`src/rtl/seg_counter_pair.sv`:
```
module seg_counter_pair (
  input  logic        clk,
  input  logic        rst_n,
  input  logic        bank_sel,
  input  logic        ctl_wr,
  input  logic [15:0] ctl_wdata,
  input  logic        seg_restart,
  input  logic        data_wr_cyc,
  input  logic        data_rd_cyc,
  output logic [15:0] ctl_rdata,
  output logic [1:0]  wr_seg,
  output logic [1:0]  rd_seg
);
  localparam int COPIES = 2;

  logic [1:0] rd_st [COPIES], rd_end [COPIES], rd_cur [COPIES];
  logic [1:0] wr_st [COPIES], wr_end [COPIES], wr_cur [COPIES];

  function automatic logic [1:0] advance(input logic [1:0] cur, input logic [1:0] lim_end,
                                         input logic [1:0] lim_st);
    return (cur == lim_end) ? lim_st : 2'(cur + 2'd1);
  endfunction

  always_ff @(posedge clk or negedge rst_n) begin
    if (!rst_n) begin
      for (int i = 0; i < COPIES; i++) begin
        rd_st[i] <= 2'd0; rd_end[i] <= 2'd3; rd_cur[i] <= 2'd0;
        wr_st[i] <= 2'd0; wr_end[i] <= 2'd3; wr_cur[i] <= 2'd0;
      end
    end else if (ctl_wr) begin
      rd_cur[bank_sel] <= ctl_wdata[1:0];
      rd_end[bank_sel] <= ctl_wdata[4:3];
      rd_st[bank_sel]  <= ctl_wdata[7:6];
      wr_cur[bank_sel] <= ctl_wdata[9:8];
      wr_end[bank_sel] <= ctl_wdata[12:11];
      wr_st[bank_sel]  <= ctl_wdata[14:13];
    end else if (seg_restart) begin
      rd_cur[bank_sel] <= rd_st[bank_sel];
      wr_cur[bank_sel] <= wr_st[bank_sel];
    end else begin
      if (data_rd_cyc)
        rd_cur[bank_sel] <= advance(rd_cur[bank_sel], rd_end[bank_sel], rd_st[bank_sel]);
      if (data_wr_cyc)
        wr_cur[bank_sel] <= advance(wr_cur[bank_sel], wr_end[bank_sel], wr_st[bank_sel]);
    end
  end

  assign ctl_rdata = {1'b0, wr_st[bank_sel], wr_end[bank_sel], 1'b0, wr_cur[bank_sel],
                      rd_st[bank_sel], 1'b0, rd_end[bank_sel], 1'b0, rd_cur[bank_sel]};
  assign rd_seg = rd_cur[bank_sel];
  assign wr_seg = wr_cur[bank_sel];

  always_comb begin
    AST_RESERVED_ZERO: assert (!rst_n || (ctl_rdata & 16'h8424) == 16'h0000);
  end

  property p_seg_outputs;
    @(posedge clk) disable iff (!rst_n) (rd_seg == ctl_rdata[1:0]) && (wr_seg == ctl_rdata[9:8]);
  endproperty
  AST_SEG_MATCHES_WORD: assert property (p_seg_outputs);

  for (genvar g = 0; g < COPIES; g++) begin : g_chk
    localparam logic SEL = 1'(g);

    AST_OTHER_COPY_HOLDS: assert property (@(posedge clk) disable iff (!rst_n)
      (bank_sel != SEL) |=> $stable(rd_cur[g]) && $stable(wr_cur[g]) && $stable(rd_st[g])
                            && $stable(rd_end[g]) && $stable(wr_st[g]) && $stable(wr_end[g]));

    AST_RD_IDLE_HOLDS: assert property (@(posedge clk) disable iff (!rst_n)
      (!ctl_wr && !seg_restart && !data_rd_cyc) |=> $stable(rd_cur[g]));

    AST_WR_IDLE_HOLDS: assert property (@(posedge clk) disable iff (!rst_n)
      (!ctl_wr && !seg_restart && !data_wr_cyc) |=> $stable(wr_cur[g]));

    AST_RD_STEP_UP: assert property (@(posedge clk) disable iff (!rst_n)
      (bank_sel == SEL && !ctl_wr && !seg_restart && data_rd_cyc && rd_cur[g] != rd_end[g])
      |=> rd_cur[g] == 2'($past(rd_cur[g]) + 2'd1));

    AST_RD_WRAP_START: assert property (@(posedge clk) disable iff (!rst_n)
      (bank_sel == SEL && !ctl_wr && !seg_restart && data_rd_cyc && rd_cur[g] == rd_end[g])
      |=> rd_cur[g] == $past(rd_st[g]));

    AST_WR_WRAP_START: assert property (@(posedge clk) disable iff (!rst_n)
      (bank_sel == SEL && !ctl_wr && !seg_restart && data_wr_cyc && wr_cur[g] == wr_end[g])
      |=> wr_cur[g] == $past(wr_st[g]));

    AST_RESTART_TO_START: assert property (@(posedge clk) disable iff (!rst_n)
      (bank_sel == SEL && !ctl_wr && seg_restart)
      |=> rd_cur[g] == $past(rd_st[g]) && wr_cur[g] == $past(wr_st[g])
          && $stable(rd_end[g]) && $stable(wr_end[g]));

    AST_WRITE_WINS: assert property (@(posedge clk) disable iff (!rst_n)
      (bank_sel == SEL && ctl_wr)
      |=> rd_cur[g] == $past(ctl_wdata[1:0]) && wr_cur[g] == $past(ctl_wdata[9:8]));
  end
endmodule

```
`config.mk`:
```
export PLATFORM = sky130hd
export DESIGN_NAME = seg_counter_pair
export DESIGN_NICKNAME = d
export VERILOG_FILES = /design/src/rtl/seg_counter_pair.sv
export SDC_FILE = /design/constraint.sdc
export NUM_CORES = 1
export LEC_CHECK = 0
export ABC_CLOCK_PERIOD_IN_PS = 1600
export BUFFER_PORTS_ARGS = -buffer_cell sky130_fd_sc_hd__buf_2
export CORE_MARGIN = 5
export CORE_UTILIZATION = 53
export CTS_CLUSTER_SIZE = 10
export DETAILED_ROUTE_END_ITERATION = 8
export HOLD_SLACK_MARGIN = 0.03
export PLACE_DENSITY = 0.84
export SETUP_SLACK_MARGIN = 0.15
export SLEW_MARGIN = 15
export SYNTH_ARGS = -nofsm -noshare
export SYNTH_HDL_FRONTEND = slang
export SYNTH_SLANG_ARGS = --single-unit
export TNS_END_PERCENT = 20
```
`constraint.sdc`:
```
create_clock -name clk -period 1.6 [get_ports clk]
set_input_delay 0.24 -clock clk [delete_from_list [all_inputs] [get_ports clk]]
set_output_delay 0.24 -clock clk [all_outputs]
set_load 0.02 [all_outputs]
```
Word level (Yosys, flattened, before mapping)
Index checks and enable logic that the tools add are counted.

Register bits after elaboration: 24. Logic and storage cells: 60. Input port bits: 23. Output and inout port bits: 20.

Reductions and logical operators: 3. Bitwise gates (word level): 1. Add/sub/neg operators: 2. Multiplexer cells: 38. Eq/ne operators: 2. Magnitude comparators: 2.

Operator list (number): 2-to-1 mux 2 bit (21); bitwise mux 4 bit (10); 2-to-1 mux 4 bit (6); nonzero test 3 bit (2); adder 2 x 1 -> 2 bit, second input constant (2); == test 2 bit (2); demux 2 bit (select 1 bit) (1); >= comparator 2 bit, second input constant (1); < comparator 2 x 1 -> 1 bit, second input constant (1); NOT 1 -> 2 bit (1); logical AND 1 bit (1).

Depth between registers and ports, before layout
Gate-level depths: netlist of the first run.

Word-level depth: 10. Depth in mapped cells: 6. Mapped depth without buffers: 4.

Least setup slack after synthesis of the first run
No wires, ideal clock.

Kind: register to output. From: register wr_cur[2] (netlist bit). To: output wr_seg[0]. Arrival time: 1.391 ns. Data required time: 1.360 ns. Buffers on the path: 2. Slack: -0.031 ns. Stages on the path, launching flop included: 5. Cells stage by stage: dfrtp_1 > clkbuf_1 > inv_1 > o21ai_0 > buf_4.

Word-level cells in the longest chain between the ends: 3.

RTL lines: from (decl) (RTL line 17) `logic [1:0] wr_st [COPIES], wr_end [COPIES], wr_cur [COPIES];`; from (signal, indexed assignment) (RTL line 34) `wr_cur[bank_sel] <= ctl_wdata[9:8];`; from (signal, indexed assignment) (RTL line 39) `wr_cur[bank_sel] <= wr_st[bank_sel];`; from (signal, indexed assignment) (RTL line 44) `wr_cur[bank_sel] <= advance(wr_cur[bank_sel], wr_end[bank_sel], wr_st[bank_sel]);`; 2-to-1 mux 2 bit (3 in a row); to (decl) (RTL line 11) `output logic [1:0] wr_seg,`.

Every way passes these cells. The select of a mux whose other input is x is not followed.

Worst setup path after layout of the first run
From: register wr_st[3] (netlist bit). To: output ctl_rdata[14].

Word-level cells in the longest chain between the ends: 3.

RTL lines: from (decl) (RTL line 17); from (signal, indexed assignment) (RTL line 36) `wr_st[bank_sel] <= ctl_wdata[14:13];`; 2-to-1 mux 2 bit (implied by the code) (3 in a row) (RTL line 48) `assign ctl_rdata = {1'b0, wr_st[bank_sel], wr_end[bank_sel], 1'b0, wr_cur[bank_sel],`; to (decl) (RTL line 10) `output logic [15:0] ctl_rdata,`.

Every way passes these cells. The select of a mux whose other input is x is not followed.

==> impl_metrics.csv, run 1 <==
group,metric,value,unit
run_status,status,"complete, no violations",
logic_synthesis,yosysTopAreaCell,"dfrtp_1",
detailed_routing,routedLengthMet1,1960,µm
cells_and_area,fin_nets,258,
detailed_routing,via_count,1576,
global_routing,first_global_vias,1443,
cells_and_area,fillers,251,
placed_design,hpwlAfterDp,2740,µm
detailed_routing,post_drt_wl_per_cell,15.4,µm
logic_synthesis,synthTopCellsByArea,"dfrtp_1, dfstp_2, mux2_2",
setup_path,cp_data_arrival_time,1.23,ns
sta,hold_violations,0,
logic_synthesis,synth_edf_count,0,
power_and_ir_drop,leakagePower,0.902,nW
floorplan,ios,43,
setup_path,crit_chain,"mux2_2 -> buf_2",
logic_synthesis,yosys_warnings,0,
clock_tree,cts.sinks,24,
cells_and_area,layout_commonest_cell,"buf_2",
clock_tree,clkLatencyLatePin,0.32,ns
flow_run,maxCapViolCount,0,
detailed_routing,top_layer,"met4",
logic_synthesis,synth_seq_cells,24,
cells_and_area,syn2layout_area_growth,20.9,%
logic_synthesis,yosys.cell_types.count,43,
detailed_routing,totalWireLength,4300,µm
logic_synthesis,synth_area,1750,µm²
cells_and_area,fin_cells,278,
logic_synthesis,synth_top_family_by_area,"compound AO/OA/AOI/OAI gates",
logic_synthesis,seq_area_frac_synth,34.8,%
detailed_routing,drc,0,
logic_synthesis,synth_top_area_share,22.8,%
setup_path,worst_path_largest_cell_delay,0.47,ns
placed_design,dp_cells,251,
detailed_routing,met3_length,185,µm
clock_tree,clk_pin_slew_worst_paths,0.14,ns
logic_synthesis,synthFlopType,"dfrtp_1",
floorplan,core_area,3100,µm²
sta,period_share,91.6,%
detailed_routing,drt-initial-drc-count,116,
cells_and_area,layout-drive-gt1-share,44.9,%
logic_synthesis,synth_simple_gate_area_share,17.8,%
sta,slew_violations,0,
sta,fmaxAchievable,0.683,GHz
placed_design,portBuffers,34,
power_and_ir_drop,ir_drop,0.712,mV
floorplan,die_y,67.5,µm
clock_tree,cts_tree,"done",
logic_synthesis,synth-adder-area-share,0,%
sta,layout_setup_ws,0.135,ns
logic_synthesis,async_flop_share,100,%
detailed_routing,ant_nets,0,
detailed_routing,avgViaCountPerCell,5.67,
clock_tree,ctsLongestPathBuffers,2,
global_routing,grt_overflow,0,
sta,finClkSkew,0.00482,ns
logic_synthesis,avgSynthCellArea,9.42,µm²
global_routing,grt_max_degree,28,
global_routing,grt_pass1_wl,6770,µm
power_and_ir_drop,power,2.19,mW
setup_path,worst-path-max-fanout,6,
floorplan,rows,20,
detailed_routing,wl_met2,2100,µm
hold_path,hp-class,"in2reg",
setup_path,crit_path_end_kind,"output pin",
setup_path,cp_top_family,"flip-flops",
clock_tree,cts_buffers,3,
sta,grt_setup_unrepaired,"yes",
global_routing,grt_util_all_layers,19.3,%
setup_path,startpoint_type,"flip-flop",
floorplan,dieWidth,67.5,µm
clock_tree,cts_htree_levels,1,
floorplan,start_util,56.5,%
setup_path,slowest_stage,"dfrtp_1",
cells_and_area,most-common-layout-cells,"buf_2, buf_4, mux2_2, o21ai_0, nand2_1",
logic_synthesis,synth_compound_area_share,18.4,%
logic_synthesis,syn_inst,186,
logic_synthesis,synth-xor-area-share,3.00,%
detailed_routing,dr.pass1.iters,4,
sta,finalCriticalPeriod,1.47,ns
placed_design,gp_congestion,0.864,
setup_path,crit_type,"reg2out",
floorplan,dieArea,4560,µm²
placed_design,dp_slack,0.121,ns
setup_path,critical_path_buf_inv_count,1,
sta,setup_tns,0,ns
sta,finalSetupViolCount,0,
logic_synthesis,synth.area.mux_share,14.8,%
clock_tree,root_buffer,"clkbuf_4",
global_routing,antenna_found_initial,0,
cells_and_area,diodes,0,
sta,slew_headroom,64.4,%
sta,worst_pin_slew,0.534,ns
setup_path,worstPathRequired,1.36,ns
power_and_ir_drop,p_per_area,1030,nW/µm²
state kept, by name (all words and copies together) (netlist names):
name,count
rd_cur,4
rd_st,4
rd_end,4
wr_end,4
wr_cur,4
wr_st,4
per-stage QoR:
step / util, % / hold slack [ns] / instance area, µm²
floorplan: - / -0.0556 / 1760
detailed placement: 60.1 / 0.247 / 1870
CTS: 63.6 / 0.115 / 1970
global route: 68.3 / 0.128 / 2120
global placement: 60.1 / 0.251 / 1870
finish: 68.3 / 0.121 / 2120
timing repair:
action	4_1_cts	5_1_grt
gates resized for setup	7	13
buffers inserted	7	15
hold endpoints to repair	16	0
hold buffers	1	0
pin swaps	0	1
endpoints found under the setup margin	14	17
worst register-to-register path, cell delays in order (launching register included):
cell	delay (ns)
dfstp_2	0.58
buf_4	0.13
xnor2_1	0.16
a21oi_1	0.13
a21oi_1	0.18
o221ai_1	0.13
worst paths after layout:
kind	cells past startpoint	start	slack [ns]	end
max	2	wr_st[3]	0.13	ctl_rdata[14]
min	3	ctl_wdata[11]	0.12	wr_end[2]
max reg2reg	5	rd_end[1]	0.16	rd_cur[0]
min reg2reg	1	wr_st[2]	0.58	wr_st[2]
max in group asynchronous	2	rst_n	0.79	rd_st[3]
min in group asynchronous	2	rst_n	0.42	wr_st[3]
cells in the mapped netlist (4+ instances only):
cell,number
mux2_2,15
nor2b_1,5
o22ai_1,6
nor2_1,9
clkbuf_1,4
nand2b_1,7
o21ai_0,16
o221ai_1,5
dfstp_2,8
nor3_1,7
buf_4,10
dfrtp_1,16
mux2_1,8
nand2_1,13
a21oi_1,5
inv_1,6
where the power goes:
group          total (mW)  switching [mW]  internal [mW]
Clock               0.331           0.191          0.139
Combinational        1.02           0.537          0.478
Sequential          0.842           0.101          0.741
cells by family after synthesis:
group | count (synthesis)
DFF | 24
and+or+nand+nor | 56
other | 1
muxes | 23
AOI/OAI and AO/OA | 48
xor gates and xnor gates | 6
buffers and inverters | 28
routing by layer:
layer	vias to the layer above	GRT usage, %
li1	766	-
met4	0	7.85
met2	54	30.9
met1	750	26.8
met3	6	1.83
met5	-	0
cell type report:
cell class                      instances  area, µm²  area share (%)
Sequential cell                        24        621            29.3
Clock buffer                            4       36.3            1.71
Timing Repair Buffer                   62        408            19.2
Multi-Input combinational cell        137        968            45.7
Tap cell                               44       55.1            2.60
Inverter                                7       31.3            1.48
Power figures use the tool's default switching activity.
==> inputs of run 2 (changes only) <==
Settings changed: ABC_CLOCK_PERIOD_IN_PS 1600 to 1800, BUFFER_PORTS_ARGS -buffer_cell sky130_fd_sc_hd__buf_2 to default, CORE_UTILIZATION 53 to 60, DONT_BUFFER_PORTS from default to 1, PLACE_DENSITY 0.84 to 0.81.
Clock period 1.6 ns to 1.8 ns, I/O delays scaled along.
==> impl_metrics.csv, run 2 (synthesis gave the netlist of run 1 again) <==
group,metric,value,unit
run_status,status,"complete, no violations",
setup_path,cp_data_arrival_time,1.26,ns
global_routing,first_global_vias,1317,
detailed_routing,ant_nets,0,
floorplan,dieWidth,64.1,µm
detailed_routing,drc,0,
floorplan,ios,43,
clock_tree,clkLatencyLatePin,0.30,ns
power_and_ir_drop,swShare,38.6,%
setup_path,worstPathRequired,1.53,ns
floorplan,rows,19,
floorplan,start_util,63.0,%
clock_tree,cts_buffers,3,
setup_path,startpoint_type,"flip-flop",
sta,setup_tns,0,ns
global_routing,grt_overflow,0,
sta,finalSetupViolCount,0,
floorplan,die_y,64.1,µm
global_routing,grt_max_degree,31,
global_routing,antenna_found_initial,0,
power_and_ir_drop,power_frac_seq,51.9,%
cells_and_area,diodes,0,
sta,worst_pin_slew,0.535,ns
placed_design,placed_cell_area,1680,µm²
floorplan,dieArea,4100,µm²
detailed_routing,drt-initial-drc-count,72,
setup_path,crit_path_end_kind,"output pin",
sta,finClkSkew,0.000702,ns
power_and_ir_drop,clkPwrFrac,14.3,%
placed_design,hpwlAfterDp,2690,µm
global_routing,grt_util_all_layers,18.2,%
setup_path,slowest_stage,"dfstp_2",
sta,hold_violations,0,
global_routing,grt_pass1_wl,6180,µm
placed_design,portBuffers,0,
sta,period_share,85.1,%
clock_tree,cts_htree_levels,1,
sta,grt_setup_unrepaired,"no",
clock_tree,root_buffer,"clkbuf_4",
cells_and_area,layout_commonest_cell,"dfrtp_1",
flow_run,maxCapViolCount,0,
floorplan,core_area,2780,µm²
clock_tree,cts.sinks,24,
hold_path,hp-class,"in2reg",
cells_and_area,final_cell_area,1720,µm²
placed_design,gp_congestion,0.848,
power_and_ir_drop,p_sw,614,µW
sta,fmaxAchievable,0.653,GHz
cells_and_area,syn2layout_area_growth,-2.07,%
setup_path,crit_chain,"inv_1 -> o21ai_0 -> buf_4",
cells_and_area,fin_util,61.7,%
power_and_ir_drop,leakagePower,0.655,nW
sta,slew_violations,0,
clock_tree,cts_resized,0,
sta,finalCriticalPeriod,1.53,ns
power_and_ir_drop,internal-power,978,µW
setup_path,worst-path-max-fanout,5,
detailed_routing,dr.pass1.iters,4,
cells_and_area,layout-drive-gt1-share,21.3,%
setup_path,crit_type,"reg2out",
detailed_routing,avgViaCountPerCell,6.76,
setup_path,worst_path_largest_cell_delay,0.57,ns
clock_tree,cts_tree,"done",
clock_tree,clk_pin_slew_worst_paths,0.12,ns
detailed_routing,via_count,1413,
cells_and_area,most-common-layout-cells,"dfrtp_1, mux2_2, o21ai_0, nand2_1, nor2_1",
power_and_ir_drop,ir_drop,0.816,mV
detailed_routing,totalWireLength,3650,µm
detailed_routing,post_drt_wl_per_cell,17.4,µm
clock_tree,ctsLongestPathBuffers,2,
power_and_ir_drop,power_frac_comb,33.8,%
power_and_ir_drop,p_per_area,928,nW/µm²
cells_and_area,fin_nets,203,
sta,slew_headroom,64.4,%
[run 2: cell types whose count changed in the layout (fill, tap and decap cells not counted), moves of 2 or more]
cell / previous run / this run
buf_2: 30 / 1
buf_4: 26 / 5
dfrtp_1: 8 / 16
dfrtp_2: 8 / 0
buf_6: 4 / 0
o21ai_2: 2 / 0
[run 2: cell type report]
class / instances / area [µm²]
Fill cell: 227 / 1060
Timing Repair Buffer: 7 / 52.6
Tap cell: 31 / 38.8
Inverter: 7 / 31.3
Sequential cell: 24 / 611
Multi-Input combinational cell: 137 / 961
Clock buffer: 3 / 22.5
[run 2: worst paths after layout]
check                           depth (start not counted)          start  slack, ns            end
worst max-delay path                                    3      wr_end[2]       0.27  ctl_rdata[11]
worst min-delay path                                    2  ctl_wdata[11]       0.08      wr_end[2]
worst min register to register                          1       wr_st[0]       0.59       wr_st[0]
worst max register to register                          4      wr_cur[0]       0.36      wr_cur[1]
max in group asynchronous                               2          rst_n       0.94      wr_end[0]
min in group asynchronous                               2          rst_n       0.49       rd_st[1]
[run 2: routing by layer]
layer / vias up / global-route usage (%) / routed length [µm]
met3: 6 / 4.55 / 294
met5: - / 0 / 0
met4: 0 / 4.16 / 40
li1: 660 / - / -
met2: 57 / 29.6 / 1790
met1: 690 / 24.4 / 1520
[run 2: stage by stage]
stage	cells	hold slack (ns)	power (mW)	worst slack [ns]
after floorplan	189	-0.0256	1.34	0.315
after global placement	204	-0.0250	1.32	0.460
after detailed placement	204	-0.0252	1.36	0.395
after CTS	208	0.0621	1.59	0.258
after global routing	209	0.0535	1.70	0.176
final	209	0.0776	1.59	0.269
[run 2: worst max-delay path: cells and delay by family, from the launching register on]
family,cells,cell delay (ns)
flops,1,0.57
compound gates,1,0.15
buf+inv,2,0.24
[run 2: power groups by stage]
stage / clock network (mW) / registers, mW / logic [mW]
floorplan: 0 / 0.743 / 0.594
global placement: 0 / 0.815 / 0.503
detailed placement: 0 / 0.831 / 0.526
CTS: 0.232 / 0.820 / 0.540
global route: 0.263 / 0.846 / 0.596
finish: 0.228 / 0.827 / 0.538
[run 2: what timing repair did]
item | 4_1_cts | 5_1_grt
hold buffers | 1 | 1
endpoints found under the hold margin | 24 | 16
buffers inserted | 0 | 0
